$ cat src/rtl/slc_pkg.sv
// Shared types for the slice enable controller.
// Assumes a 2-bit per-slice mode code that the driver decodes.
package slc_pkg;
    typedef enum logic [1:0] {
        SM_DYN = 2'b00,   // switches with data
        SM_HI  = 2'b01,   // static pull-up
        SM_LO  = 2'b10,   // static pull-down
        SM_OFF = 2'b11    // slice tri-stated
    } slc_mode_e;
endpackage

$ cat src/rtl/slc_therm.sv
// Saturating count to thermometer enable vector.
// Assumes CW bits can hold N. Slices are filled from index 0 upward.
module slc_therm #(
    parameter int N  = 22,
    parameter int CW = 5
) (
    input  logic [CW-1:0] cnt_i,
    output logic [N-1:0]  en_o,
    output logic [CW-1:0] sat_o
);
    localparam logic [CW-1:0] MAXC = CW'(N);

    // Clamp the request to the slice total
    always_comb sat_o = (cnt_i > MAXC) ? MAXC : cnt_i;

    for (genvar g = 0; g < N; g++) begin : g_en
        assign en_o[g] = (sat_o > CW'(g));
    end
endmodule

$ cat src/rtl/slc_mode_cell.sv
// Mode select for one slice.
// Assumes the enable comes from the thermometer decode. A request on a disabled slice is dropped.
module slc_mode_cell
    import slc_pkg::*;
(
    input  logic       en_i,
    input  logic       req_i,
    input  logic       lvl_i,
    output logic [1:0] mode_o,
    output logic       applied_o
);
    slc_mode_e m;

    // Pick the mode from the enable, the request and the level
    always_comb begin
        if (!en_i)      m = SM_OFF;
        else if (req_i) m = lvl_i ? SM_HI : SM_LO;
        else            m = SM_DYN;
    end

    assign mode_o    = m;
    assign applied_o = en_i & req_i;
endmodule

$ cat src/rtl/slc_popcnt.sv
// Population count of a vector.
// Assumes CW bits can hold N.
module slc_popcnt #(
    parameter int N  = 22,
    parameter int CW = 5
) (
    input  logic [N-1:0]  vec_i,
    output logic [CW-1:0] cnt_o
);
    // Sum the set bits
    always_comb begin
        cnt_o = '0;
        for (int i = 0; i < N; i++) cnt_o = cnt_o + CW'(vec_i[i]);
    end
endmodule

$ cat src/rtl/slc_ctrl.sv
// Top level: slice enable and margining controller.
// Computes the next state from the inputs and loads all of it in one
// step on the update strobe. Assumes the strobe is synchronous to clk.
module slc_ctrl #(
    parameter int NSLICE  = 22,
    parameter int NSUB    = 5,
    parameter int DEF_CNT = 18,
    localparam int CW     = $clog2(NSLICE + 1)
) (
    input  logic                 clk,
    input  logic                 rst_n,
    input  logic                 upd_i,
    input  logic [CW-1:0]        cnt_i,
    input  logic [NSLICE-1:0]    marg_req_i,
    input  logic [NSLICE-1:0]    marg_lvl_i,
    output logic [NSLICE-1:0]    slice_en_o,
    output logic [NSLICE*NSUB-1:0] sub_en_o,
    output logic [2*NSLICE-1:0]  mode_o,
    output logic [CW-1:0]        dyn_cnt_o,
    output logic [CW-1:0]        stat_cnt_o
);
    import slc_pkg::*;

    function automatic logic [NSLICE-1:0] rst_en();
        logic [NSLICE-1:0] v;
        for (int i = 0; i < NSLICE; i++) v[i] = (i < DEF_CNT);
        return v;
    endfunction

    function automatic logic [2*NSLICE-1:0] rst_mode();
        logic [2*NSLICE-1:0] v;
        for (int i = 0; i < NSLICE; i++) v[2*i +: 2] = (i < DEF_CNT) ? SM_DYN : SM_OFF;
        return v;
    endfunction

    localparam logic [NSLICE-1:0]   RST_EN   = rst_en();
    localparam logic [2*NSLICE-1:0] RST_MODE = rst_mode();

    logic [NSLICE-1:0]   en_d;
    logic [CW-1:0]       sat_d;
    logic [2*NSLICE-1:0] mode_d;
    logic [NSLICE-1:0]   appl_d;
    logic [CW-1:0]       stat_d;

    slc_therm #(.N(NSLICE), .CW(CW)) u_therm (
        .cnt_i (cnt_i),
        .en_o  (en_d),
        .sat_o (sat_d)
    );

    for (genvar g = 0; g < NSLICE; g++) begin : g_cell
        slc_mode_cell u_cell (
            .en_i      (en_d[g]),
            .req_i     (marg_req_i[g]),
            .lvl_i     (marg_lvl_i[g]),
            .mode_o    (mode_d[2*g +: 2]),
            .applied_o (appl_d[g])
        );
    end

    slc_popcnt #(.N(NSLICE), .CW(CW)) u_pop (
        .vec_i (appl_d),
        .cnt_o (stat_d)
    );

    // Load every setting together on the strobe
    always_ff @(posedge clk) begin
        if (!rst_n) begin
            slice_en_o <= RST_EN;
            mode_o     <= RST_MODE;
            dyn_cnt_o  <= CW'(DEF_CNT);
            stat_cnt_o <= '0;
        end else if (upd_i) begin
            slice_en_o <= en_d;
            mode_o     <= mode_d;
            dyn_cnt_o  <= sat_d - stat_d;
            stat_cnt_o <= stat_d;
        end
    end

    for (genvar g = 0; g < NSLICE; g++) begin : g_sub
        assign sub_en_o[g*NSUB +: NSUB] = {NSUB{slice_en_o[g]}};
    end
endmodule

$ cat config.mk
export PLATFORM = sky130hd
export DESIGN_NAME = slc_ctrl
export DESIGN_NICKNAME = d
export VERILOG_FILES = /design/src/rtl/slc_pkg.sv /design/src/rtl/slc_therm.sv /design/src/rtl/slc_mode_cell.sv /design/src/rtl/slc_popcnt.sv /design/src/rtl/slc_ctrl.sv
export SDC_FILE = /design/constraint.sdc
export NUM_CORES = 1
export LEC_CHECK = 0
export ABC_AREA = 0
export BUFFER_PORTS_ARGS = -buffer_cell sky130_fd_sc_hd__buf_2
export CORE_ASPECT_RATIO = 0.9
export CORE_MARGIN = 2
export CORE_UTILIZATION = 23
export CTS_BUF_LIST = sky130_fd_sc_hd__clkbuf_8
export DETAILED_ROUTE_END_ITERATION = 8
export GPL_TIMING_DRIVEN = 0
export MAX_ROUTING_LAYER = met4
export PLACE_DENSITY = 0.56
export SLEW_MARGIN = 20
export SYNTH_ARGS = -nofsm -noshare
export SYNTH_HDL_FRONTEND = slang
export SYNTH_SLANG_ARGS = --single-unit
$ cat constraint.sdc
create_clock -name clk -period 13.4 [get_ports clk]
set_input_delay 2.68 -clock clk [delete_from_list [all_inputs] [get_ports clk]]
set_output_delay 2.68 -clock clk [all_outputs]
set_load 0.01 [all_outputs]
Word level (Yosys, flattened, before mapping)
Cells that the tools add are included.
{"block": "totals", "reg_bits": 76, "inputBits": 52, "out_inout_bits": 186}
{"block": "op_classes", "order_cmp": 23, "n_bitwise": 22, "addsub": 22, "muxes": 67}
{"cell": "$mux W2", "count": 66}
{"cell": "$add A5 B1 Y5", "count": 20}
{"cell": "$gt A5 B4 Y1 const B", "count": 8}
{"cell": "$gt A5 B5 Y1 const B", "count": 7}
{"cell": "$and A1 B1 Y1", "count": 22}
{"cell": "$gt A5 B3 Y1 const B", "count": 4}
{"cell": "$gt A5 B1 Y1 const B", "count": 2}
{"cell": "$gt A5 B2 Y1 const B", "count": 2}
{"cell": "$mux W5", "count": 1}
{"cell": "$sub A5 B5 Y5", "count": 1}
{"cell": "$add A1 B1 Y2", "count": 1}

Logic depth before layout (Yosys ltp)
{"block": "logic_depth", "word_depth": 26, "depth_mapped": 25}

Hierarchy
Synthesis repeated with hierarchy kept, for this count alone.
{"block": "hier_totals", "cells_unflattened": 601, "hier_area_um2": 5096.1}
{"mod": "slc_ctrl", "cells_per_inst": 378, "n_inst": 1, "area_each_um2": 3679.8, "seq_area_each_um2": 1521.5}
{"mod": "slc_mode_cell", "cells_per_inst": 5, "n_inst": 22, "area_each_um2": 27.5, "seq_area_each_um2": 0.0}
{"mod": "slc_popcnt", "cells_per_inst": 64, "n_inst": 1, "area_each_um2": 570.5, "seq_area_each_um2": 0.0}
{"mod": "slc_therm", "cells_per_inst": 49, "n_inst": 1, "area_each_um2": 240.2, "seq_area_each_um2": 0.0}

Worst setup path after synthesis
OpenSTA, ideal clock, no wires.
{"block": "synth_path", "path_kind": "in2reg", "startpoint": "in cnt_i[2]", "endpoint": "reg dyn_cnt_o[4]", "arrival_time_ps": 8737, "slack_ps": 4528, "required_time_ps": 13265, "setup_ps": 135, "path_buffers": 2, "cell_stages": 20, "path_cell_list": "buf_6 buf_2 nor4_1 and2b_1 ha_1 inv_1 fa_1 fa_1 inv_1 fa_1 fa_1 fa_1 fa_1 fa_1 inv_1 fa_1 and3_1 or3_1 a211oi_1 a311oi_1"}
{"block": "synth_between", "elab_chain_len": 26, "word_cells_on_any_way": 68, "classes_between": "22 x add/sub; 23 x order compare; 1 x mux; 22 x bitwise"}
{"element": "from (decl)", "line": "slc_ctrl.sv:13", "text": "input logic [CW-1:0] cnt_i,"}
{"element": "$gt A5 B5 Y1", "line": "slc_therm.sv:14", "text": "always_comb sat_o = (cnt_i > MAXC) ? MAXC : cnt_i;"}
{"element": "$mux W5 (*)", "line": "slc_therm.sv:14"}
{"element": "$gt A5 B1 Y1", "line": "slc_therm.sv:17", "text": "assign en_o[g] = (sat_o > CW'(g));"}
{"element": "$and A1 B1 Y1", "line": "slc_mode_cell.sv:22", "text": "assign applied_o = en_i & req_i;"}
{"element": "$add A1 B1 Y2", "line": "slc_popcnt.sv:13", "text": "for (int i = 0; i < N; i++) cnt_o = cnt_o + CW'(vec_i[i]);"}
{"element": "$add A5 B1 Y5 (19 in a row)", "line": "slc_popcnt.sv:13"}
{"element": "$add A5 B1 Y5 (*)", "line": "slc_popcnt.sv:13"}
{"element": "net stat_d[1]", "line": "slc_ctrl.sv:43", "text": "logic [CW-1:0] stat_d;"}
{"element": "$sub A5 B5 Y5 (*)", "line": "slc_ctrl.sv:76", "text": "dyn_cnt_o <= sat_d - stat_d;"}
{"element": "to (signal assigned)", "line": "slc_ctrl.sv:71", "text": "dyn_cnt_o <= CW'(DEF_CNT);"}
{"element": "to (signal assigned)", "line": "slc_ctrl.sv:76"}
{"element": "to (decl)", "line": "slc_ctrl.sv:19", "text": "output logic [CW-1:0] dyn_cnt_o,"}
The timed path passes the listed nets; every way through them passes the cells marked *.
A chain may end at the register's enable or synchronous reset.

Worst setup path after layout
{"block": "layout_path", "startpoint": "in cnt_i[3]", "endpoint": "reg dyn_cnt_o[4]"}
The elaborated chain is that of the path after synthesis.

==> qor.csv <==
stage,metric,value,unit
clock_network,CTS tree,done,
timing,min Tclk post-route,9300,ps
setup_path,CP Class,input port to register,
power,pwr/cell area,138,nW/um^2
global_route,met2 Use GR,22.9,%
routing,Vias,4348,
job,max cap viols,0,
clock_network,Clock Root Buffer,clkbuf_8,
routing,vias per cell,4.10,
setup_path,Worst Setup End Kind,register,
setup_path,"Data required, critical path",13630,ps
min_path,Hold Crit Depth,2,
placed_design,pre-CTS setup slack,3640,ps
final_layout,Layout area overhead,36.1,%
timing,"Hold Vio Cnt, Final",0,
setup_path,maximum fanout along the worst path,10,
global_route,met3 GRT Util,4.72,%
routing,TritonRoute pass-1 iters,4,
routing,routed wire length,15700,um
setup_path,FF-to-FF path depth,2,
power,Pleak,3.13,nW
die,die height,139,um
yosys,Ys Warns,0,
yosys,Synth Register Bits,76,
final_layout,share of layout cells above drive strength 1,46.6,%
timing,highest clock rate,108,MHz
yosys,Mean Syn Cell Area,8.39,um^2
timing,Worst Tran Pin Value,890,ps
global_route,number of global-route vias before repair,3991,
die,Die Width,154,um
die,io pins,238,
yosys,Synth Area in Adders,9.83,%
global_route,All-Layer GR Usage,14.9,%
timing,Worst slew margin,40.1,%
timing,RSZ-0062 raised after global routing,false,
setup_path,Startpoint Class,input port,
timing,final setup vio count,0,
timing,setup TNS,0,ps
global_route,GR Util met1,19.0,%
clock_network,H-tree Lvls,3,
global_route,first-pass GRT wire length,23600,um
timing,Slew Limit Fails,0,
die,core box area,19900,um^2
routing,drt initial violations,170,
yosys,Syn Nets,634,
routing,# DRC,0,
die,Placement Rows,49,
setup_path,Worst Path Arrival,9530,ps
yosys,mux cell area share after synthesis,0.645,%
yosys,Synth Area in Compound Gates,17.4,%
placed_design,DP HPWL,12800,um
clock_network,Num CTS Buffers,9,
clock_network,Post-CTS Setup Inserts,0,
placed_design,port bufs,234,
clock_network,clock latency on the worst-skew pair,360,ps
status,status,finished clean,
global_route,largest net degree at the start of global routing,13,
global_route,busiest layer in global routing,met2,
clock_network,"Reg clk slew, reported paths",80,ps
clock_network,Longest Clk Path Bufs,2,
routing,wire per inst,14.8,um
timing,Fin Clk Skew,0,ps
global_route,grt ovf,0,
global_route,initial antenna violation count,1,
timing,final worst slack,4100,ps
clock_network,Hold Buf Count CTS,0,
die,Initial Util,23.4,%
yosys,cell count after synthesis,555,
min_path,HP Class,register to register,
placed_design,GPL Wtd Cong,0.837,
power,VDD IR max,0.0577,mV
routing,ANT nets after route,0,
timing,final worst-path cycle share,69.4,%
yosys,largest family of logic cells by synthesized area,buffers and inverters,
clock_network,TritonCTS Sinks,76,
yosys,mapped cell area,4660,um^2
yosys,"Seq/Total Area, Yosys",32.7,%
yosys,xor and xnor area share after synthesis,0.564,%
yosys,synth unique cells,44,
final_layout,nets,879,
timing,final hold slack,476,ps
die,full die area,21400,um^2
clock_network,cts repair resizes,0,
yosys,Synth Area in Simple Gates,16.4,%
==> sequential cells by signal (all words and copies together) (netlist names) <==
signal	cells
dyn_cnt_o	5
slice_en_o	22
stat_cnt_o	5
mode_o	44
==> where the power goes <==
group          internal [mW]  switching [mW]  total, mW  leakage, nW
logic                  0.206           0.234      0.440         2.40
registers              0.249          0.0153      0.265        0.630
clock network         0.0815          0.0886      0.170       0.0982
==> final cells by class <==
class                   instances  area [um^2]
plain buffers                 138          950
repair buffers                234         1170
diodes                          1         2.50
clock inverters                 4         22.5
multi-input cells             315         2090
fillers                      2126        13600
well taps                     255          319
inverters                      26         97.6
flip-flops and latches         76         1520
clock buffers                  12          165
==> placed cells by master, fill, tap and decap left out, drive strengths merged, types with 4 or more instances in the layout <==
| cell | count |
|---|---|
| and2 | 4 |
| o21a | 4 |
| o211a | 5 |
| ha | 11 |
| a21boi | 8 |
| o22ai | 4 |
| a21oi | 47 |
| buf | 354 |
| nor2 | 15 |
| nand2b | 31 |
| clkbuf | 30 |
| nor2b | 21 |
| nand2 | 42 |
| nand3 | 7 |
| a21o | 7 |
| o21ai | 50 |
| inv | 26 |
| fa | 16 |
| a31oi | 6 |
| nand3b | 10 |
| dfxtp | 76 |
==> per-stage QoR <==
step / total power, mW / std cells / util (%) / cell area [um^2]
floorplan: 0.582 / 555 / - / 4660
global placement: 0.707 / 1044 / 30.9 / 6150
detailed placement: 0.711 / 1044 / 30.9 / 6150
CTS: 0.887 / 1060 / 31.8 / 6330
global route: 0.950 / 1061 / 31.8 / 6340
finish: 0.875 / 1061 / 31.8 / 6340
==> logic make-up after synthesis <==
| family | after synthesis |
|---|---|
| and+or+nand+nor | 143 |
| xor gates and xnor gates | 3 |
| AOI/OAI and AO/OA | 139 |
| muxes | 3 |
| DFF | 76 |
| adders and majority gates | 27 |
| buffers and inverters | 164 |
==> critical path, cell delays in order <==
cell and delay (ps):
buf_2 120, buf_2 180, nor4_1 780, and2b_1 310, ha_1 280, inv_1 50, fa_1 500, fa_1 550
inv_1 50, fa_1 510, fa_1 550, fa_1 530, fa_1 470, fa_1 540, inv_1 100, fa_1 450
and3_1 180, or3_1 380, a211oi_1 250, a311oi_1 80
==> routing by layer <==
metal  part of all wire, %  up-vias  wire, um
met4                  0.93        0       146
met3                   6.2       10       980
met2                    46      158      7150
li1                      -     2225         -
met5                     0        -         0
met1                    47     1955      7420
==> cell usage after synthesis, drive strengths merged <==
cell	instances	area, um^2
a211oi	1	7.51
a21boi	8	60.1
a21o	7	52.6
a21oi	47	235
a311oi	1	8.76
a31o	1	8.76
a31oi	6	37.5
and2	4	25.0
and2b	1	7.51
and3	3	18.8
buf	120	882
clkbuf	18	67.6
dfxtp	76	1520
fa	16	320
ha	11	138
inv	26	97.6
mux2i	3	30.0
nand2	42	158
nand2b	31	194
nand3	7	35.0
nand3b	10	75.1
nor2	15	56.3
nor2b	21	131
nor3	3	20.0
nor3b	1	7.51
nor4	1	6.26
o211a	5	50.1
o211ai	1	7.51
o21a	4	30.0
o21ai	50	254
o221ai	1	8.76
o22ai	4	25.0
o311ai	1	8.76
o31ai	2	15.0
or2	1	6.26
or3	2	12.5
or4	1	11.3
xnor2	2	17.5
xor2	1	8.76
==> worst paths after layout <==
check                                    start        endpoint  slack (ps)
worst min register to register    dyn_cnt_o[1]    dyn_cnt_o[1]         480
worst max register to register  slice_en_o[17]  slice_en_o[17]       12590
worst min-delay path              dyn_cnt_o[1]    dyn_cnt_o[1]         480
worst max-delay path                  cnt_i[3]    dyn_cnt_o[4]        4100
Note: power is estimated with default switching activity, not from simulation.
